--- config.mk ---
export PLATFORM = sky130hd
export DESIGN_NAME = periodic_irq_gen
export DESIGN_NICKNAME = d
export VERILOG_FILES = /design/src/rtl/pirq_pkg.sv /design/src/rtl/pirq_chain.sv /design/src/rtl/pirq_tap.sv /design/src/rtl/pirq_flags.sv /design/src/rtl/periodic_irq_gen.sv
export SDC_FILE = /design/constraint.sdc
export NUM_CORES = 1
export LEC_CHECK = 0
export BUFFER_PORTS_ARGS = -buffer_cell sky130_fd_sc_hd__clkbuf_2
export CORE_MARGIN = 2
export CORE_UTILIZATION = 60
export DETAILED_ROUTE_END_ITERATION = 6
export PLACE_DENSITY = 0.91
export SLEW_MARGIN = 5
export SYNTH_ARGS = -nofsm -noshare
export SYNTH_HDL_FRONTEND = slang
export SYNTH_SLANG_ARGS = --single-unit
--- constraint.sdc ---
create_clock -name clk -period 7.16 [get_ports clk]
set_clock_uncertainty 0.2 [all_clocks]
set_input_delay 1.432 -clock clk [delete_from_list [all_inputs] [get_ports clk]]
set_output_delay 1.432 -clock clk [all_outputs]
set_load 0.05 [all_outputs]
--- src/rtl/pirq_pkg.sv ---
package pirq_pkg;

    typedef enum logic {
        CH_HALT = 1'b0,
        CH_RUN  = 1'b1
    } chain_st_e;

    typedef enum logic {
        IRQ_QUIET  = 1'b0,
        IRQ_DRIVEN = 1'b1
    } irq_st_e;

    localparam logic [2:0] RUN_PATTERN = 3'b010;
    localparam int IRQF_BIT = 7;
    localparam int PF_BIT   = 6;
    localparam int AF_BIT   = 5;
    localparam int LOW_CODE1_EXP = 7;
    localparam int LOW_CODE2_EXP = 8;

    // Period exponent k (period = 2^k ticks); 0 means no periodic event.
    function automatic int rate_exponent(input int code);
        if (code == 0)      return 0;
        else if (code == 1) return LOW_CODE1_EXP;
        else if (code == 2) return LOW_CODE2_EXP;
        else                return code - 1;
    endfunction

endpackage

--- src/rtl/pirq_chain.sv ---
module pirq_chain
    import pirq_pkg::*;
#(
    parameter int CNT_W = 14,
    parameter int DIV_W = 3
) (
    input  logic             clk,
    input  logic             rst_n,
    input  logic             tick,
    input  logic [DIV_W-1:0] div_ctl,
    output logic             run,
    output logic [CNT_W-1:0] cnt
);

    chain_st_e state_q, state_d;

    // next-state logic
    always_comb begin
        state_d = state_q;
        unique case (state_q)
            CH_HALT: if (div_ctl == RUN_PATTERN) state_d = CH_RUN;   // START
            CH_RUN:  if (div_ctl != RUN_PATTERN) state_d = CH_HALT;  // STOP
            default: state_d = CH_HALT;
        endcase
    end

    // state register
    always_ff @(posedge clk or negedge rst_n) begin
        if (!rst_n) state_q <= CH_HALT;
        else        state_q <= state_d;
    end

    // outputs
    always_comb begin
        run = 1'b0;
        unique case (state_q)
            CH_HALT: run = 1'b0;
            CH_RUN:  run = 1'b1;
            default: run = 1'b0;
        endcase
    end

    always_ff @(posedge clk or negedge rst_n) begin
        if (!rst_n)      cnt <= '0;
        else if (!run)   cnt <= '0;
        else if (tick)   cnt <= cnt + 1'b1;
    end

    // a halted chain never moves its count
    a_r3_halt_holds_zero: assert property (@(posedge clk) disable iff (!rst_n)
        (!run && $past(!run)) |-> (cnt == '0));

endmodule

--- src/rtl/pirq_tap.sv ---
module pirq_tap
    import pirq_pkg::*;
#(
    parameter int CNT_W = 14,
    parameter int SEL_W = 4
) (
    input  logic             clk,
    input  logic             rst_n,
    input  logic             run,
    input  logic             tick,
    input  logic [CNT_W-1:0] cnt,
    input  logic [SEL_W-1:0] rate_sel,
    input  logic             sqwe,
    output logic             period_evt,
    output logic             sqw_lvl
);

    localparam int EXP_W = $clog2(CNT_W + 1);

    logic [CNT_W:0] wrap_at;   // wrap_at[k]: low k bits all ones
    logic [CNT_W:0] half_at;   // half_at[k]: second half of a 2^k period
    logic [EXP_W-1:0] exp_sel;

    assign wrap_at[0] = 1'b0;
    assign half_at[0] = 1'b0;

    for (genvar k = 1; k <= CNT_W; k++) begin : g_tap
        assign wrap_at[k] = &cnt[k-1:0];
        assign half_at[k] = cnt[k-1];
    end

    always_comb begin
        int e;
        e = rate_exponent(int'(rate_sel));
        if (e > CNT_W) e = CNT_W;
        exp_sel = EXP_W'(e);
    end

    assign period_evt = run && tick && wrap_at[exp_sel];
    assign sqw_lvl    = sqwe && run && half_at[exp_sel];

    // events only come on counted ticks
    a_r1_event_on_tick: assert property (@(posedge clk) disable iff (!rst_n)
        period_evt |-> (tick && run));
    // code zero never yields an event or a wave
    a_r2_code0_silent: assert property (@(posedge clk) disable iff (!rst_n)
        (rate_sel == '0) |-> (!period_evt && !sqw_lvl));

endmodule

--- src/rtl/pirq_flags.sv ---
module pirq_flags
    import pirq_pkg::*;
(
    input  logic clk,
    input  logic rst_n,
    input  logic period_evt,
    input  logic alarm_hit,
    input  logic stat_rd,
    input  logic pie,
    input  logic aie,
    output logic pf,
    output logic af,
    output logic irq_act
);

    logic pf_d, af_d, want_irq;
    irq_st_e state_q, state_d;

    // set wins over a read in the same cycle
    assign pf_d     = period_evt | (pf & ~stat_rd);
    assign af_d     = alarm_hit  | (af & ~stat_rd);
    assign want_irq = (pf_d & pie) | (af_d & aie);

    always_ff @(posedge clk or negedge rst_n) begin
        if (!rst_n) begin
            pf <= 1'b0;
            af <= 1'b0;
        end else begin
            pf <= pf_d;
            af <= af_d;
        end
    end

    // next-state logic
    always_comb begin
        state_d = state_q;
        unique case (state_q)
            IRQ_QUIET:  if (want_irq)  state_d = IRQ_DRIVEN;  // RAISE
            IRQ_DRIVEN: if (!want_irq) state_d = IRQ_QUIET;   // DROP
            default: state_d = IRQ_QUIET;
        endcase
    end

    // state register
    always_ff @(posedge clk or negedge rst_n) begin
        if (!rst_n) state_q <= IRQ_QUIET;
        else        state_q <= state_d;
    end

    // outputs
    always_comb begin
        irq_act = 1'b0;
        unique case (state_q)
            IRQ_QUIET:  irq_act = 1'b0;
            IRQ_DRIVEN: irq_act = 1'b1;
            default:    irq_act = 1'b0;
        endcase
    end

    // a period end always leaves the periodic flag set
    a_r4_event_sets_pf: assert property (@(posedge clk) disable iff (!rst_n)
        period_evt |=> pf);
    // an alarm pulse always leaves the alarm flag set
    a_r5_alarm_sets_af: assert property (@(posedge clk) disable iff (!rst_n)
        alarm_hit |=> af);
    // the interrupt is driven only by an enabled flag
    a_r6_irq_needs_enable: assert property (@(posedge clk) disable iff (!rst_n)
        irq_act |-> ((pf && $past(pie)) || (af && $past(aie))));
    // a read with no new set condition clears everything
    a_r7_read_clears: assert property (@(posedge clk) disable iff (!rst_n)
        (stat_rd && !period_evt && !alarm_hit) |=> (!pf && !af && !irq_act));

endmodule

--- src/rtl/periodic_irq_gen.sv ---
module periodic_irq_gen
    import pirq_pkg::*;
#(
    parameter int SEL_W = 4,
    parameter int DIV_W = 3
) (
    input  logic             clk,
    input  logic             rst_n,
    input  logic             tick_i,
    input  logic [SEL_W-1:0] rate_sel_i,
    input  logic [DIV_W-1:0] div_ctl_i,
    input  logic             pie_i,
    input  logic             aie_i,
    input  logic             sqwe_i,
    input  logic             alarm_hit_i,
    input  logic             stat_rd_i,
    output logic [7:0]       stat_o,
    output logic             irq_n_o,
    output logic             sqw_o
);

    // the top code selects a period of 2^(2^SEL_W - 2) ticks
    localparam int CNT_W = (1 << SEL_W) - 2;

    logic             run;
    logic [CNT_W-1:0] cnt;
    logic             period_evt;
    logic             pf, af, irq_act;

    pirq_chain #(.CNT_W(CNT_W), .DIV_W(DIV_W)) u_chain (
        .clk     (clk),
        .rst_n   (rst_n),
        .tick    (tick_i),
        .div_ctl (div_ctl_i),
        .run     (run),
        .cnt     (cnt)
    );

    pirq_tap #(.CNT_W(CNT_W), .SEL_W(SEL_W)) u_tap (
        .clk        (clk),
        .rst_n      (rst_n),
        .run        (run),
        .tick       (tick_i),
        .cnt        (cnt),
        .rate_sel   (rate_sel_i),
        .sqwe       (sqwe_i),
        .period_evt (period_evt),
        .sqw_lvl    (sqw_o)
    );

    pirq_flags u_flags (
        .clk        (clk),
        .rst_n      (rst_n),
        .period_evt (period_evt),
        .alarm_hit  (alarm_hit_i),
        .stat_rd    (stat_rd_i),
        .pie        (pie_i),
        .aie        (aie_i),
        .pf         (pf),
        .af         (af),
        .irq_act    (irq_act)
    );

    always_comb begin
        stat_o           = 8'h00;   // low bits stay zero
        stat_o[IRQF_BIT] = irq_act;
        stat_o[PF_BIT]   = pf;
        stat_o[AF_BIT]   = af;
    end

    assign irq_n_o = ~irq_act;

    // quiet pins while in reset
    a_r10_reset_quiet: assert property (@(posedge clk)
        !rst_n |-> (stat_o == 8'h00 && irq_n_o && !sqw_o));

endmodule

==> results.tsv <==
stage	metric	value	unit
logic_synthesis	flops & latches, synth	18	
sta	final setup vio count	0	
setup_path	Worst Path Buf+Inv	3	
die	DIE WIDTH	53.5	um
logic_synthesis	mean area per synthesized cell	9.31	um^2
logic_synthesis	asr flop ratio synth	1.00	
logic_synthesis	commonest register cell after synthesis	dfrtp_1	
cells_and_area	Multi-input gate area	920	um^2
setup_path	crit-path leading delay family	compound AO/OA/AOI/OAI gates	
cts	Reg clk slew, reported paths	0.10	ns
sta	Slew Viols, Final	0	
route	DR iter-0 viols	21	
sta	final worst path period share	0.779	
setup_path	Crit path top cell by count	clkbuf_2	
cts	Max H-tree Level	1	
die	die height	53.5	um
cells_and_area	most frequent cells in the layout	clkbuf_2, dfrtp_1, nand2_1	
logic_synthesis	sequential area share after synthesis	0.306	
die	IO Count	25	
die	initial core utilization	0.647	
global_routing	largest net degree at the start of global routing	19	
global_routing	vias in the first global route	1095	
route	Post-DRT Antenna Nets	0	
cts	CTS root buffer	clkbuf_4	
route	detailed-route DRC error count	0	
cts	hold_buf cts	0	
power	maximum VDD drop	0.137	mV
setup_path	critical path launch point type	primary input	
cts	Longest Clk Path Bufs	2	
setup_path	Worst Path Arrival	3.94	ns
setup_path	critical path class	primary input to output pin	
global_routing	first-pass GRT wire length	4920	um
setup_path	FF-to-FF path depth	10	
setup_path	worst-path fanout max	10	
cts	clock buffer count from CTS	3	
power	LEAKAGE	0.000758	uW
sta	relative slew slack	0.653	
logic_synthesis	YS warnings	0	
global_routing	grt ovf	0	
setup_path	crit-path max cell delay	0.59	ns
sta	Worst Tran Pin Value	0.519	ns
power	Power Density	141	nW/um^2
cells_and_area	Total Nets Final	197	
route	Total Wirelength	2820	um
setup_path	R2R setup slack	4.40	ns
cells_and_area	Layout area overhead	6.46	%
logic_synthesis	number of synthesized flops with an enable pin	0	
job	Max Cap Viol	0	
route	vias per cell	5.80	
cts	Num Clock Sinks	18	
setup_path	crit path capture type	output pin	
cells_and_area	Layout fillers	177	
route	drt pass-1 iters	4	
global_routing	GR Util All Layers	0.236	
logic_synthesis	Unique masters post-synth	47	
cells_and_area	register area	450	um^2
sta	TNS Setup	0	ns
setup_path	CP max stage cell	or4_4	
die	core area	2280	um^2
placement	Cells after DPL	196	
route	WL/cell	14.1	um
cells_and_area	commonest non-fill, non-tap cell in the layout	clkbuf_2	
run_status	status	finished, final reports clean	
sta	fmax	179	MHz
cells_and_area	non-filler cells, final	200	
sta	unrepaired setup endpoints after global routing	no	
cts	setup bufs post-CTS	0	
route	Vias	1159	
logic_synthesis	Syn Inst Count	158	
sta	Final Hold Fails	0	
cts	worst-skew pair later-pin latency	0.30	ns
die	row count	17	
global_routing	initial antenna violation count	0	
cells_and_area	ant diodes	0	
placement	hpwl dp	2210	um
logic_synthesis	Mapped Area	1470	um^2
setup_path	Worst Path Required	5.53	ns
cts	clock tree from TritonCTS	yes	
sta	crit path time final	5.58	ns
min_path	worst min path class	flip-flop to flip-flop	
setup_path	stages on the worst setup path	11	
cells_and_area	layout cells sized above 1	0.198	
placement	gpl congestion	0.818	
min_path	worst hold stages	1	
placement	I/O Buffers	19	
cts	post-CTS sizing	0	
setup_path	Cell Chain, Critical Path	clkbuf_2 -> inv_1 -> ha_1 -> or4_4 -> o21ai_4 -> o41ai_2 -> mux2_2 -> o21ai_1 -> a211o_1 -> a21oi_1 -> clkbuf_2	
die	full die area	2860	um^2
[metrics by stage]
step | setup WS, ns | area [um^2] | hold slack [ns] | util | power [uW]
global placement | 1.66 | 1530 | 0.282 | 0.672 | 156
CTS | 1.58 | 1570 | 0.334 | 0.688 | 220
detailed placement | 1.60 | 1530 | 0.310 | 0.672 | 158
floorplan | 1.60 | 1490 | 0.275 | - | 148
global route | 1.41 | 1570 | 0.338 | 0.688 | 229
finish | 1.58 | 1570 | 0.326 | 0.688 | 220
[cell usage after synthesis (all sizes together) (2+ instances only)]
cell type / instances / area share
xor2: 2 / 0.012
a21oi: 5 / 0.017
nand2: 13 / 0.033
nor2: 7 / 0.018
nand3: 5 / 0.017
ha: 9 / 0.077
buf: 10 / 0.054
inv: 6 / 0.015
nand2b: 3 / 0.013
a21o: 2 / 0.010
nand4: 2 / 0.0085
a21boi: 2 / 0.010
and2: 11 / 0.047
mux2: 4 / 0.031
o41ai: 2 / 0.017
and3: 5 / 0.021
xnor2: 8 / 0.048
nor3: 2 / 0.0068
mux2i: 7 / 0.048
nor2b: 4 / 0.017
dfrtp: 18 / 0.31
clkbuf: 4 / 0.010
o21ai: 7 / 0.031
[power breakdown]
group / switching, uW / leakage [uW] / internal (uW)
clock: 33.0 / 0.0000210 / 31.0
combinational: 34.7 / 0.000492 / 17.1
sequential: 1.60 / 0.000246 / 103
[cell type report]
class | count | share of cell area
multi-input combinational | 124 | 0.587
inverter | 6 | 0.0144
tap | 28 | 0.0224
clock buffer | 4 | 0.0232
timing repair buffer | 20 | 0.0655
sequential | 18 | 0.288
[worst register-to-register path: cells and delay by family (launching register included)]
kind / cells / cell delay (ns)
AOI/OAI and AO/OA: 3 / 0.66
adders and majority gates: 2 / 0.39
DFF: 1 / 0.46
and+or+nand+nor: 5 / 0.98
[registers in the layout (all words and copies together) (netlist names)]
| name | count |
|---|---|
| u_flags.af | 1 |
| u_chain.cnt | 14 |
| u_chain.state_q | 1 |
| u_flags.state_q | 1 |
| u_flags.pf | 1 |
[metal layers]
metal	part of all wire	wire length [um]	vias to the layer above	global-route usage
met2	0.51	1440	28	0.420
met4	0.0082	23	0	0.0897
met5	0	0	-	0
met3	0.038	106	4	0.0113
li1	-	-	581	-
met1	0.45	1260	546	0.302
[path summary, 6_finish.rpt]
| kind | startpoint | to |
|---|---|---|
| max | rate_sel_i[0] | sqw_o |
| min | u_flags.af | u_flags.af |
| max reg2reg | u_chain.cnt[0] | u_flags.state_q |
| min reg2reg | u_flags.af | u_flags.af |
| max in group asynchronous | rst_n | u_flags.pf |
| min in group asynchronous | rst_n | u_chain.state_q |
[kinds of logic after synthesis]
| group | Yosys count | share of synthesized area |
|---|---|---|
| AOI/OAI and AO/OA | 29 | 0.158 |
| xor gates and xnor gates | 10 | 0.0595 |
| adders and majority gates | 9 | 0.0765 |
| buffers and inverters | 20 | 0.0791 |
| DFF | 18 | 0.306 |
| muxes | 12 | 0.0961 |
| other | 1 | 0.00255 |
| and+or+nand+nor | 59 | 0.222 |
No activity file was read; power rests on OpenSTA's default activity.
